`config.mk`:
```
export PLATFORM = sky130hd
export DESIGN_NAME = regulator_enable_reg
export DESIGN_NICKNAME = d
export VERILOG_FILES = /design/src/rtl/regen_pkg.sv /design/src/rtl/regen_store.sv /design/src/rtl/regen_pulse.sv /design/src/rtl/regen_gate.sv /design/src/rtl/regulator_enable_reg.sv
export SDC_FILE = /design/constraint.sdc
export NUM_CORES = 1
export LEC_CHECK = 0
export BUFFER_PORTS_ARGS = -buffer_cell sky130_fd_sc_hd__clkbuf_2
export CELL_PAD_IN_SITES_DETAIL_PLACEMENT = 2
export CELL_PAD_IN_SITES_GLOBAL_PLACEMENT = 2
export CORE_MARGIN = 3
export CORE_UTILIZATION = 26
export CTS_CLUSTER_DIAMETER = 80
export DETAILED_ROUTE_END_ITERATION = 16
export GPL_TIMING_DRIVEN = 0
export PLACE_DENSITY = 0.81
export REMOVE_ABC_BUFFERS = 1
export SYNTH_ARGS = -nofsm -noshare
export SYNTH_HDL_FRONTEND = slang
export SYNTH_HIERARCHICAL = 1
export SYNTH_SLANG_ARGS = --single-unit
```
`constraint.sdc`:
```
create_clock -name clk -period 1.1 [get_ports clk]
set_input_delay 0.055 -clock clk [delete_from_list [all_inputs] [get_ports clk]]
set_output_delay 0.055 -clock clk [all_outputs]
set_load 0.005 [all_outputs]
```
`src/rtl/regen_pkg.sv`:
```
package regen_pkg;
  localparam int unsigned WORD_W   = 32;
  localparam int unsigned NUM_REG  = 8;
  localparam int unsigned BIT_AW_MODE = 16;
  localparam int unsigned BIT_AR_MODE = 20;

  // Which bits of the word hold state, given the build-time feature set.
  function automatic logic [WORD_W-1:0] regen_write_mask(input bit has_rate,
                                                          input bit has_lat,
                                                          input bit has_ot);
    logic [WORD_W-1:0] m;
    m = '0;
    if (has_rate) m[2:0] = 3'b111;
    if (has_lat) begin
      m[4:3]         = 2'b11;
      m[BIT_AW_MODE] = 1'b1;
      m[BIT_AR_MODE] = 1'b1;
    end
    if (has_ot) m[7:5] = 3'b111;
    return m;
  endfunction

  function automatic logic [NUM_REG-1:0] regen_enables(input logic [WORD_W-1:0] w);
    return w[NUM_REG-1:0];
  endfunction

  function automatic logic regen_rise(input logic prev, input logic next);
    return next & ~prev;
  endfunction
endpackage

```
`src/rtl/regen_store.sv`:
```
module regen_store
  import regen_pkg::*;
#(
  parameter logic [WORD_W-1:0] MASK = '1
) (
  input  logic              clk,
  input  logic              rst_n,
  input  logic              wr_en_i,
  input  logic [WORD_W-1:0] wr_data_i,
  output logic [WORD_W-1:0] q_o,
  output logic [WORD_W-1:0] q_next_o
);
  logic [WORD_W-1:0] q;

  always_comb begin
    q_next_o = q;
    if (wr_en_i) q_next_o = wr_data_i & MASK;
  end

  always_ff @(posedge clk or negedge rst_n) begin
    if (!rst_n) q <= '0;
    else        q <= q_next_o;
  end

  assign q_o = q;
endmodule

```
`src/rtl/regen_pulse.sv`:
```
module regen_pulse
  import regen_pkg::*;
#(
  parameter int unsigned N = NUM_REG
) (
  input  logic         clk,
  input  logic         rst_n,
  input  logic [N-1:0] en_cur_i,
  input  logic [N-1:0] en_next_i,
  output logic [N-1:0] rise_o,
  output logic [N-1:0] pulse_o
);
  for (genvar i = 0; i < N; i++) begin : g_bit
    assign rise_o[i] = regen_rise(en_cur_i[i], en_next_i[i]);
    always_ff @(posedge clk or negedge rst_n) begin
      if (!rst_n) pulse_o[i] <= 1'b0;
      else        pulse_o[i] <= rise_o[i];
    end
  end
endmodule

```
`src/rtl/regen_gate.sv`:
```
module regen_gate #(
  parameter int unsigned N = 8
) (
  input  logic [N-1:0] en_i,
  input  logic [N-1:0] nonzero_i,
  output logic [N-1:0] active_o
);
  for (genvar i = 0; i < N; i++) begin : g_bit
    assign active_o[i] = en_i[i] & nonzero_i[i];
  end
endmodule

```
`src/rtl/regulator_enable_reg.sv`:
```
module regulator_enable_reg
  import regen_pkg::*;
#(
  parameter bit HAS_RATE = 1'b1,
  parameter bit HAS_LAT  = 1'b1,
  parameter bit HAS_OT   = 1'b1
) (
  input  logic        clk,
  input  logic        rst_n,
  input  logic        wr_en_i,
  input  logic [31:0] wr_data_i,
  output logic [31:0] rd_data_o,
  input  logic [7:0]  value_nonzero_i,
  output logic [7:0]  active_o,
  output logic [7:0]  reg_rst_pulse_o,
  output logic        aw_lat_addr_mode_o,
  output logic        ar_lat_addr_mode_o
);
  localparam logic [WORD_W-1:0] MASK = regen_write_mask(HAS_RATE, HAS_LAT, HAS_OT);

  logic [WORD_W-1:0]  word_q;
  logic [WORD_W-1:0]  word_next;
  logic [NUM_REG-1:0] en_rise;

  regen_store #(.MASK(MASK)) u_store (
    .clk(clk), .rst_n(rst_n), .wr_en_i(wr_en_i), .wr_data_i(wr_data_i),
    .q_o(word_q), .q_next_o(word_next)
  );

  regen_pulse #(.N(NUM_REG)) u_pulse (
    .clk(clk), .rst_n(rst_n),
    .en_cur_i(regen_enables(word_q)), .en_next_i(regen_enables(word_next)),
    .rise_o(en_rise), .pulse_o(reg_rst_pulse_o)
  );

  regen_gate #(.N(NUM_REG)) u_gate (
    .en_i(regen_enables(word_q)), .nonzero_i(value_nonzero_i), .active_o(active_o)
  );

  assign rd_data_o          = word_q;
  assign aw_lat_addr_mode_o = word_q[BIT_AW_MODE];
  assign ar_lat_addr_mode_o = word_q[BIT_AR_MODE];
endmodule

```
==> results of run 1 <==
==> kinds of logic (layout without fill, tap and decap cells) <==
group                  count (synthesis)  count (layout)  synth area share (%)
DFF                                   40              40                  67.7
and+or+nand+nor                       38              38                  20.2
muxes                                 10              10                  9.65
buffers and inverters                  5              89                  2.46
==> power groups by stage <==
stage,combinational [mW],clock [mW],sequential (mW)
2_1_floorplan,0.131,0,1.63
3_3_place_gp,0.330,0,1.62
3_5_place_dp,0.339,0,1.63
4_1_cts,0.345,1.03,1.60
5_1_grt,0.449,1.11,1.60
6_report,0.401,0.985,1.59
==> final timing paths <==
check	from	to	slack, ns	cells past startpoint
min in group clk	wr_data_i[6]	u_store/q_o[6]	0.01	2
setup / recovery	u_store/q_o[6]	active_o[6]	0.06	2
hold reg to reg	u_store/q_o[2]	u_pulse/pulse_o[2]	0.48	1
hold / removal	rst_n	u_store/q_o[23]	-0.08	1
setup reg to reg	u_store/q_o[5]	u_pulse/pulse_o[5]	0.06	3
max in group asynchronous	rst_n	u_store/q_o[2]	0.49	1
==> worst max-delay path: cells and delay by family, from the launching register on <==
| family | cells | cell delay, ns |
|---|---|---|
| buf+inv | 1 | 0.10 |
| flops | 1 | 0.44 |
| simple gates | 1 | 0.16 |
==> metrics by stage <==
stage          hold WS (ns)  setup TNS, ns  setup WS [ns]  instances  util, %
2_1_floorplan        -0.241              0          0.172         88        -
3_3_place_gp          0.270          -2.67         -0.263        228     35.4
3_5_place_dp          0.274          -2.60         -0.264        228     35.4
4_1_cts             -0.0430              0        0.00325        238     37.5
5_1_grt             0.00322              0        0.00207        247     39.0
6_report            -0.0756              0         0.0563        247     39.0
==> registers in the layout, summed over array words and instances, names as in the netlist <==
name	flops
u_store/q_o	32
u_pulse/pulse_o	8
==> timing repair <==
action                     4_1_cts  5_1_grt
setup endpoints to repair        0       10
hold buffers                     2        1
hold endpoints to repair        42        1
buffers inserted                 0        8
resized for setup                0        8
==> per-layer routing <==
layer | global-route usage [%] | part of all wire (%)
met3 | 4.21 | 9.7
met1 | 12.5 | 38
met5 | 0 | 0
met2 | 19.0 | 52
met4 | 3.04 | 0.54
==> synthesized netlist by cell type (all sizes together) <==
cell | n | area share, %
and2 | 8 | 3.4
buf | 5 | 2.5
dfrtp | 40 | 68
mux2 | 10 | 9.7
nor2b | 30 | 17
==> final cells by class <==
class	count	share of cell area (%)
multi-input combinational	48	21.4
tap	70	4.23
timing repair buffer	81	21.3
clock buffer	8	4.35
sequential	40	48.7
==> run_results.csv, run 1 <==
group,metric,value,unit
clock_network,clk_latency,0.28,ns
yosys,yosysWarnings,6,
clock_network,cts_tree,"yes",
grt,track_usage,10.9,%
grt,grt_pass1_wl,5.35,mm
power,pwr_density_cell,1440,mW/mm^2
yosys,synth_cell_type_count,9,
yosys,ys_seq_area_share,67.7,%
sta,period_needed,1.04,ns
final_layout,fill_cells,571,
sta,layout_worst_path_cycle_share,94.9,%
floorplanning,io_pins,93,
critical_path,startpoint_type,"flop",
final_layout,layout_commonest_cell,"clkbuf_2",
critical_path,endpoint_kind,"output port",
drt,drc,0,
power,swShare,23.0,%
power,irDropWorstVdd,0.000393,V
critical_path,crit_fanout,4,
final_layout,area_growth,40.1,%
clock_network,ctsRootBufferMaster,"clkbuf_8",
final_layout,final_nets,219,
power,p_leak,1.13,nW
sta,fin_worst_skew,0.00474,ns
yosys,synth_area,0.00148,sq mm
clock_network,htree_levels,2,
yosys,avgSynthCellArea,15.9,sq um
final_layout,most-common-layout-cells,"69 x clkbuf_2, 34 x dfrtp_1, 22 x nor2b_1",
grt,grt_max_degree,41,
final_layout,drive_above_1_share,61.6,%
yosys,syn_inst,93,
final_layout,multi_input_area,443,sq um
floorplanning,placementRows,26,
grt,overflow,0,
sta,slew_headroom,33.5,%
sta,worst_pin_slew,0.997,ns
drt,firstDrtPassIters,3,
drt,vias,1010,
floorplanning,die_w,81.4,um
sta,fmax,958,MHz
floorplanning,die_area,0.00662,sq mm
run,cap_viol_max_count,0,
power,cellInternalPower,2.29,mW
sta,setup_viol,0,
sta,fin_hold_ws,-0.0756,ns
grt,antenna_found_initial,0,
floorplanning,fp.coreArea,0.00530,sq mm
run_status,violations,"negative hold slack",
clock_network,cts_buffers,5,
critical_path,path_cells,"and2_4, clkbuf_2",
drt,routed_wl,3.51,mm
critical_path,criticalPathCategory,"flop to output port",
sta,drv_slew,0,
hold_path,min_path_type,"input port to async pin",
placed_design,gp_congestion,0.661,
power,seq_power_share,53.4,%
run_status,status,"complete, but fails checks",
sta,rsz0062_at_grt,"false",
clock_network,clk_pin_slew,0.07,ns
clock_network,clockBufferDepth,2,
drt,wl_per_cell,14.2,um
final_layout,design_area,0.00207,sq mm
yosys,synth-seq-cells,40,
critical_path,cpPeakStageDelay,0.44,ns
sta,hold_viol,40,
power,p_sw,0.684,mW
critical_path,crit_arrival,0.99,ns
power,pwr-share-clk,33.1,%
floorplanning,start_util,27.9,%
drt,postRouteAntennaNets,0,
final_layout,antenna_cells,0,
clock_network,cts_sinks,40,
critical_path,slowest_stage,"dfrtp_2",
placed_design,io_buffers,70,
drt,viasPerCell,4.09,
floorplanning,die_h,81.4,um
final_layout,seqCellArea,0.00101,sq mm
power,p_comb_share,13.5,%
grt,grt_pass1_vias,1070,
drt,drt_iter0_markers,30,
placed_design,dp.final_hpwl,2.49,mm
placed_design,post_dp_cell_area,0.00188,sq mm
critical_path,cp.required,1.04,ns
power,fin_total_pwr,2.97,mW
(Power assumes the default switching activity.)
==> run 2: changes to the inputs <==
--- a/config.mk
+++ b/config.mk
@@ -6,14 +6,14 @@
 export NUM_CORES = 1
 export LEC_CHECK = 0
 export BUFFER_PORTS_ARGS = -buffer_cell sky130_fd_sc_hd__clkbuf_2
-export CELL_PAD_IN_SITES_DETAIL_PLACEMENT = 2
-export CELL_PAD_IN_SITES_GLOBAL_PLACEMENT = 2
+export CELL_PAD_IN_SITES_DETAIL_PLACEMENT = 0
+export CELL_PAD_IN_SITES_GLOBAL_PLACEMENT = 1
 export CORE_MARGIN = 3
-export CORE_UTILIZATION = 26
+export CORE_UTILIZATION = 32
 export CTS_CLUSTER_DIAMETER = 80
 export DETAILED_ROUTE_END_ITERATION = 16
 export GPL_TIMING_DRIVEN = 0
-export PLACE_DENSITY = 0.81
+export PLACE_DENSITY = 0.8
 export REMOVE_ABC_BUFFERS = 1
 export SYNTH_ARGS = -nofsm -noshare
 export SYNTH_HDL_FRONTEND = slang
==> run 2 against run 1 <==
The flow still finishes with violations (negative hold slack); clock skew decreased by 0.0030 ns; non-clock buffer count down 1; setup slack worse by 0.0020 ns; largest power group unchanged.
==> run_results.csv, run 2 (same netlist as run 1, synthesis figures left out) <==
group,metric,value,unit
run_status,status,"complete, but fails checks",
run_status,violations,"negative hold slack",
sta,fin_ws,0.0543,ns
sta,fmax,956,MHz
sta,rsz0062_at_grt,"false",
critical_path,r2r-start,"u_store/q_o[7]",
final_layout,layout_commonest_cell,"clkbuf_2",
floorplanning,fp.coreArea,0.00441,sq mm
sta,hold_viol,40,
final_layout,drive_above_1_share,62.5,%
clock_network,htree_levels,2,
final_layout,antenna_cells,0,
sta,setup_viol,0,
critical_path,critPathLaunch,"u_store/q_o[4]",
critical_path,startpoint_type,"flop",
floorplanning,start_util,33.5,%
floorplanning,die_h,74.0,um
drt,firstDrtPassIters,3,
floorplanning,io_pins,93,
grt,overflow,0,
power,irDropWorstVdd,0.000811,V
hold_path,min_path_type,"input port to async pin",
final_layout,most-common-layout-cells,"70 x clkbuf_2, 33 x dfrtp_1, 22 x nor2b_1, 8 x nor2b_4, 8 x mux2_4",
clock_network,clk_pin_slew,0.08,ns
drt,routed_wl,2.98,mm
placed_design,dp_slack,-0.242,ns
critical_path,reg2reg_depth,3,
grt,antenna_found_initial,0,
floorplanning,die_w,74.0,um
sta,fin_hold_ws,-0.0883,ns
critical_path,criticalPathCategory,"flop to output port",
power,p_leak,1.13,nW
drt,viasPerCell,4.23,
sta,layout_worst_path_cycle_share,95.1,%
run,cap_viol_max_count,0,
sta,setup_tns,0,ns
critical_path,crit_fanout,4,
grt,grt_max_degree,41,
clock_network,clockBufferDepth,2,
drt,vias,964,
placed_design,gp_congestion,0.723,
final_layout,final_nets,218,
power,pwr_density_cell,1520,mW/mm^2
drt,wl_per_cell,13.1,um
floorplanning,placementRows,24,
sta,slew_headroom,35.7,%
critical_path,endpoint_kind,"output port",
grt,grt_pass1_vias,1007,
drt,drc,0,
clock_network,cts_buffers,5,
final_layout,largest_reg_flops,32,
floorplanning,die_area,0.00547,sq mm
sta,worst_pin_slew,0.965,ns
clock_network,clk_latency,0.28,ns
drt,drt_iter0_markers,39,
placed_design,dp.final_hpwl,2.14,mm
sta,period_needed,1.05,ns
grt,grt_pass1_wl,4.75,mm
sta,fin_worst_skew,0.00173,ns
drt,postRouteAntennaNets,0,
placed_design,io_buffers,70,
clock_network,cts_tree,"yes",
clock_network,cts_sinks,40,
final_layout,area_growth,40.1,%
sta,drv_slew,0,
final_layout,utilization,46.9,%
critical_path,r2r_end,"u_pulse/pulse_o[7]",
critical_path,r2r_slack,0.08,ns
critical_path,cp.required,1.04,ns
grt,track_usage,11.8,%
clock_network,ctsRootBufferMaster,"clkbuf_8",
critical_path,crit_arrival,0.99,ns
==> run 2: per-layer routing <==
| layer | wire (um) | up-vias | global-route usage [%] |
|---|---|---|---|
| li1 | - | 448 | - |
| met1 | 1150 | 462 | 14.1 |
| met2 | 1530 | 46 | 18.7 |
| met3 | 238 | 8 | 4.86 |
| met4 | 63 | 0 | 5.03 |
| met5 | 0 | - | 0 |
==> run 2: cell type report <==
class	count	area [sq um]
fill	404	2340
sequential	40	1010
multi-input combinational	48	445
timing repair buffer	80	438
clock buffer	5	68.8
tap	52	65.1
clock inverter	3	42.5
==> run 2: worst max path at each step <==
stage / cells after the start / to
after floorplan: 2 / u_pulse/pulse_o[2]
after global placement: 3 / u_pulse/pulse_o[0]
after detailed placement: 3 / u_pulse/pulse_o[0]
after CTS: 2 / active_o[4]
after global routing: 2 / active_o[4]
final: 2 / active_o[4]
==> run 2: timing repair <==
| action | 4_1_cts | 5_1_grt |
|---|---|---|
| hold buffers | 3 | 2 |
| buffers inserted | 0 | 5 |
| gates resized for setup | 0 | 9 |
| endpoints found under the hold margin | 43 | 42 |
| endpoints found under the setup margin | 0 | 8 |
==> run 2: worst max-delay path, cell delays in order, from the launching register on <==
cell and delay [ns]:
dfrtp_2 0.43, and2_1 0.17, clkbuf_2 0.12
==> run 2: power by group <==
group,total [mW],internal [mW],leakage [nW],switching [mW]
clock,1.17,0.671,0.0541,0.499
combinational,0.380,0.230,0.557,0.151
sequential,1.59,1.54,0.521,0.0510
total,3.14,2.44,1.13,0.700
==> run 2: stage by stage <==
step	total power [mW]	cell area, sq um	instances	hold slack, ns
2_1_floorplan	1.76	1440	88	-0.241
4_1_cts	3.16	2000	221	-0.0623
3_5_place_dp	1.96	1860	210	0.261
3_3_place_gp	1.94	1860	210	0.228
6_report	3.14	2070	228	-0.0883
5_1_grt	3.30	2070	228	-0.0248
==> run 3: changes to the inputs <==
==> constraint.sdc (replaced) <==
create_clock -name clk -period 1.1 [get_ports clk]
set_input_delay 0.055 -clock clk [delete_from_list [all_inputs] [get_ports clk]]
set_output_delay 0.055 -clock clk [all_outputs]
set_load 0.05 [all_outputs]
==> run 3 against run 2 <==
The flow still finishes with violations (negative hold slack); clock skew is 0.0018 ns higher; largest cell class unchanged; sequential power barely moved; final cell count rose by 1.8%; maximum frequency decreased by 2.8%; sequential share of layout area is 3.7 points lower; register-to-register slack lost 0.03 ns; clock-buffer cell count unchanged; core utilization up 3.5 points; non-clock buffer count increased by 4; worst hold slack about the same.
==> run_results.csv, run 3 (same netlist as run 1, synthesis figures left out) <==
group,metric,value,unit
drt,vias,971,
clock_network,clk_latency,0.28,ns
grt,antenna_found_initial,0,
final_layout,layout_commonest_cell,"clkbuf_2",
grt,grt_pass1_wl,5.00,mm
grt,grt_pass1_vias,1069,
final_layout,antenna_cells,0,
critical_path,r2r_end,"u_pulse/pulse_o[4]",
final_layout,multi_input_area,460,sq um
drt,firstDrtPassIters,3,
sta,fin_hold_ws,-0.0881,ns
clock_network,ctsRootBufferMaster,"clkbuf_8",
floorplanning,die_w,74.0,um
power,p_comb_share,23.5,%
critical_path,slowest_stage,"dfrtp_1",
clock_network,clk_pin_slew,0.08,ns
power,pwr_density_cell,1620,mW/mm^2
clock_network,cts_buffers,5,
run_status,violations,"negative hold slack",
run_status,status,"complete, but fails checks",
grt,track_usage,12.3,%
sta,setup_tns,0,ns
power,p_sw,1.07,mW
sta,worst_pin_slew,0.967,ns
critical_path,startpoint_type,"flop",
final_layout,fill_cells,386,
clock_network,cts_tree,"yes",
floorplanning,io_pins,93,
final_layout,instances_no_fill,232,
critical_path,crit_fanout,4,
sta,fin_ws,0.0239,ns
placed_design,gp_congestion,0.723,
final_layout,utilization,50.4,%
critical_path,r2r_slack,0.05,ns
final_layout,drive_above_1_share,63.9,%
critical_path,path_buf_inv,1,
power,cellInternalPower,2.53,mW
drt,routed_wl,3.14,mm
power,fin_total_pwr,3.60,mW
sta,period_needed,1.08,ns
power,swShare,29.6,%
critical_path,endpoint_kind,"output port",
placed_design,post_dp_cell_area,0.00186,sq mm
clock_network,clockBufferDepth,2,
sta,setup_viol,0,
floorplanning,die_h,74.0,um
clock_network,htree_levels,2,
final_layout,largest_reg_flops,32,
critical_path,critical_path.top_delay_family,"flip-flops",
sta,fin_worst_skew,0.00349,ns
critical_path,reg2reg_depth,3,
placed_design,dp_slack,-0.242,ns
final_layout,area_growth,50.6,%
power,seq_power_share,43.8,%
sta,rsz0062_at_grt,"true",
power,irDropWorstVdd,0.000787,V
critical_path,cp.required,1.04,ns
grt,overflow,0,
drt,drt_iter0_markers,15,
sta,drv_slew,0,
final_layout,most-common-layout-cells,"62 x clkbuf_2, 39 x dfrtp_1, 22 x nor2b_1, 10 x buf_4",
power,pwr-share-clk,32.7,%
critical_path,path_cells,"and2_4, clkbuf_16",
critical_path,cpPeakStageDelay,0.41,ns
drt,viasPerCell,4.19,
final_layout,final_nets,222,
floorplanning,start_util,33.5,%
final_layout,design_area,0.00222,sq mm
hold_path,min_path_type,"input port to async pin",
critical_path,criticalPathCategory,"flop to output port",
drt,drc,0,
floorplanning,fp.coreArea,0.00441,sq mm
floorplanning,die_area,0.00547,sq mm
critical_path,critPathLaunch,"u_store/q_o[0]",
critical_path,endpoint,"active_o[0]",
power,p_leak,1.21,nW
critical_path,crit_arrival,1.02,ns
drt,wl_per_cell,13.5,um
critical_path,r2r-start,"u_store/q_o[4]",
sta,hold_viol,40,
drt,postRouteAntennaNets,0,
grt,grt_max_degree,41,
sta,fmax,929,MHz
final_layout,seqCellArea,0.00100,sq mm
clock_network,cts_sinks,40,
floorplanning,placementRows,24,
placed_design,io_buffers,70,
placed_design,dp.final_hpwl,2.14,mm
sta,slew_headroom,35.5,%
sta,layout_worst_path_cycle_share,97.8,%
placed_design,placed_cells,210,
critical_path,crit_cells,2,
run,cap_viol_max_count,0,
-- run 3: final cells by class --
cell class | count | share of cell area, %
clock buffers | 5 | 3.09
repair buffers | 84 | 26.3
multi-input cells | 48 | 20.7
well taps | 52 | 2.92
flip-flops and latches | 40 | 45.1
clock inverters | 3 | 1.91
-- run 3: worst min path at each step --
stage                          to  slack (ns)  start  depth (start not counted)
3_3_place_gp   u_pulse/pulse_o[6]        0.23  rst_n                          1
5_1_grt           u_store/q_o[22]       -0.02  rst_n                          1
6_report          u_store/q_o[31]       -0.09  rst_n                          1
4_1_cts           u_store/q_o[31]       -0.06  rst_n                          1
3_5_place_dp       u_store/q_o[6]        0.26  rst_n                          1
2_1_floorplan  u_pulse/pulse_o[0]       -0.24  rst_n                          0
-- run 3: power groups by stage --
stage	Combinational [mW]	Clock (mW)	Sequential, mW
floorplan	0.210	0	1.88
global placement	0.662	0	1.62
detailed placement	0.675	0	1.62
CTS	0.818	1.22	1.58
global route	0.887	1.29	1.59
finish	0.846	1.18	1.58
-- run 3: metal layers --
metal  wire (um)  vias to the layer above  global-route usage, %  share of wire [%]
met4          36                        0                   4.23                1.1
met5           0                        -                      0                  0
li1            -                      455                      -                  -
met1        1240                      466                   14.6                 40
met2        1610                       44                   20.4                 51
met3         251                        6                   5.14                8.0
-- run 3: what timing repair did --
action | in CTS | in global routing
endpoints found under the hold margin | 43 | 41
endpoints found under the setup margin | 14 | 10
pin swaps | 5 | 1
resized for setup | 25 | 8
hold buffers | 3 | 1
buffers inserted | 7 | 3
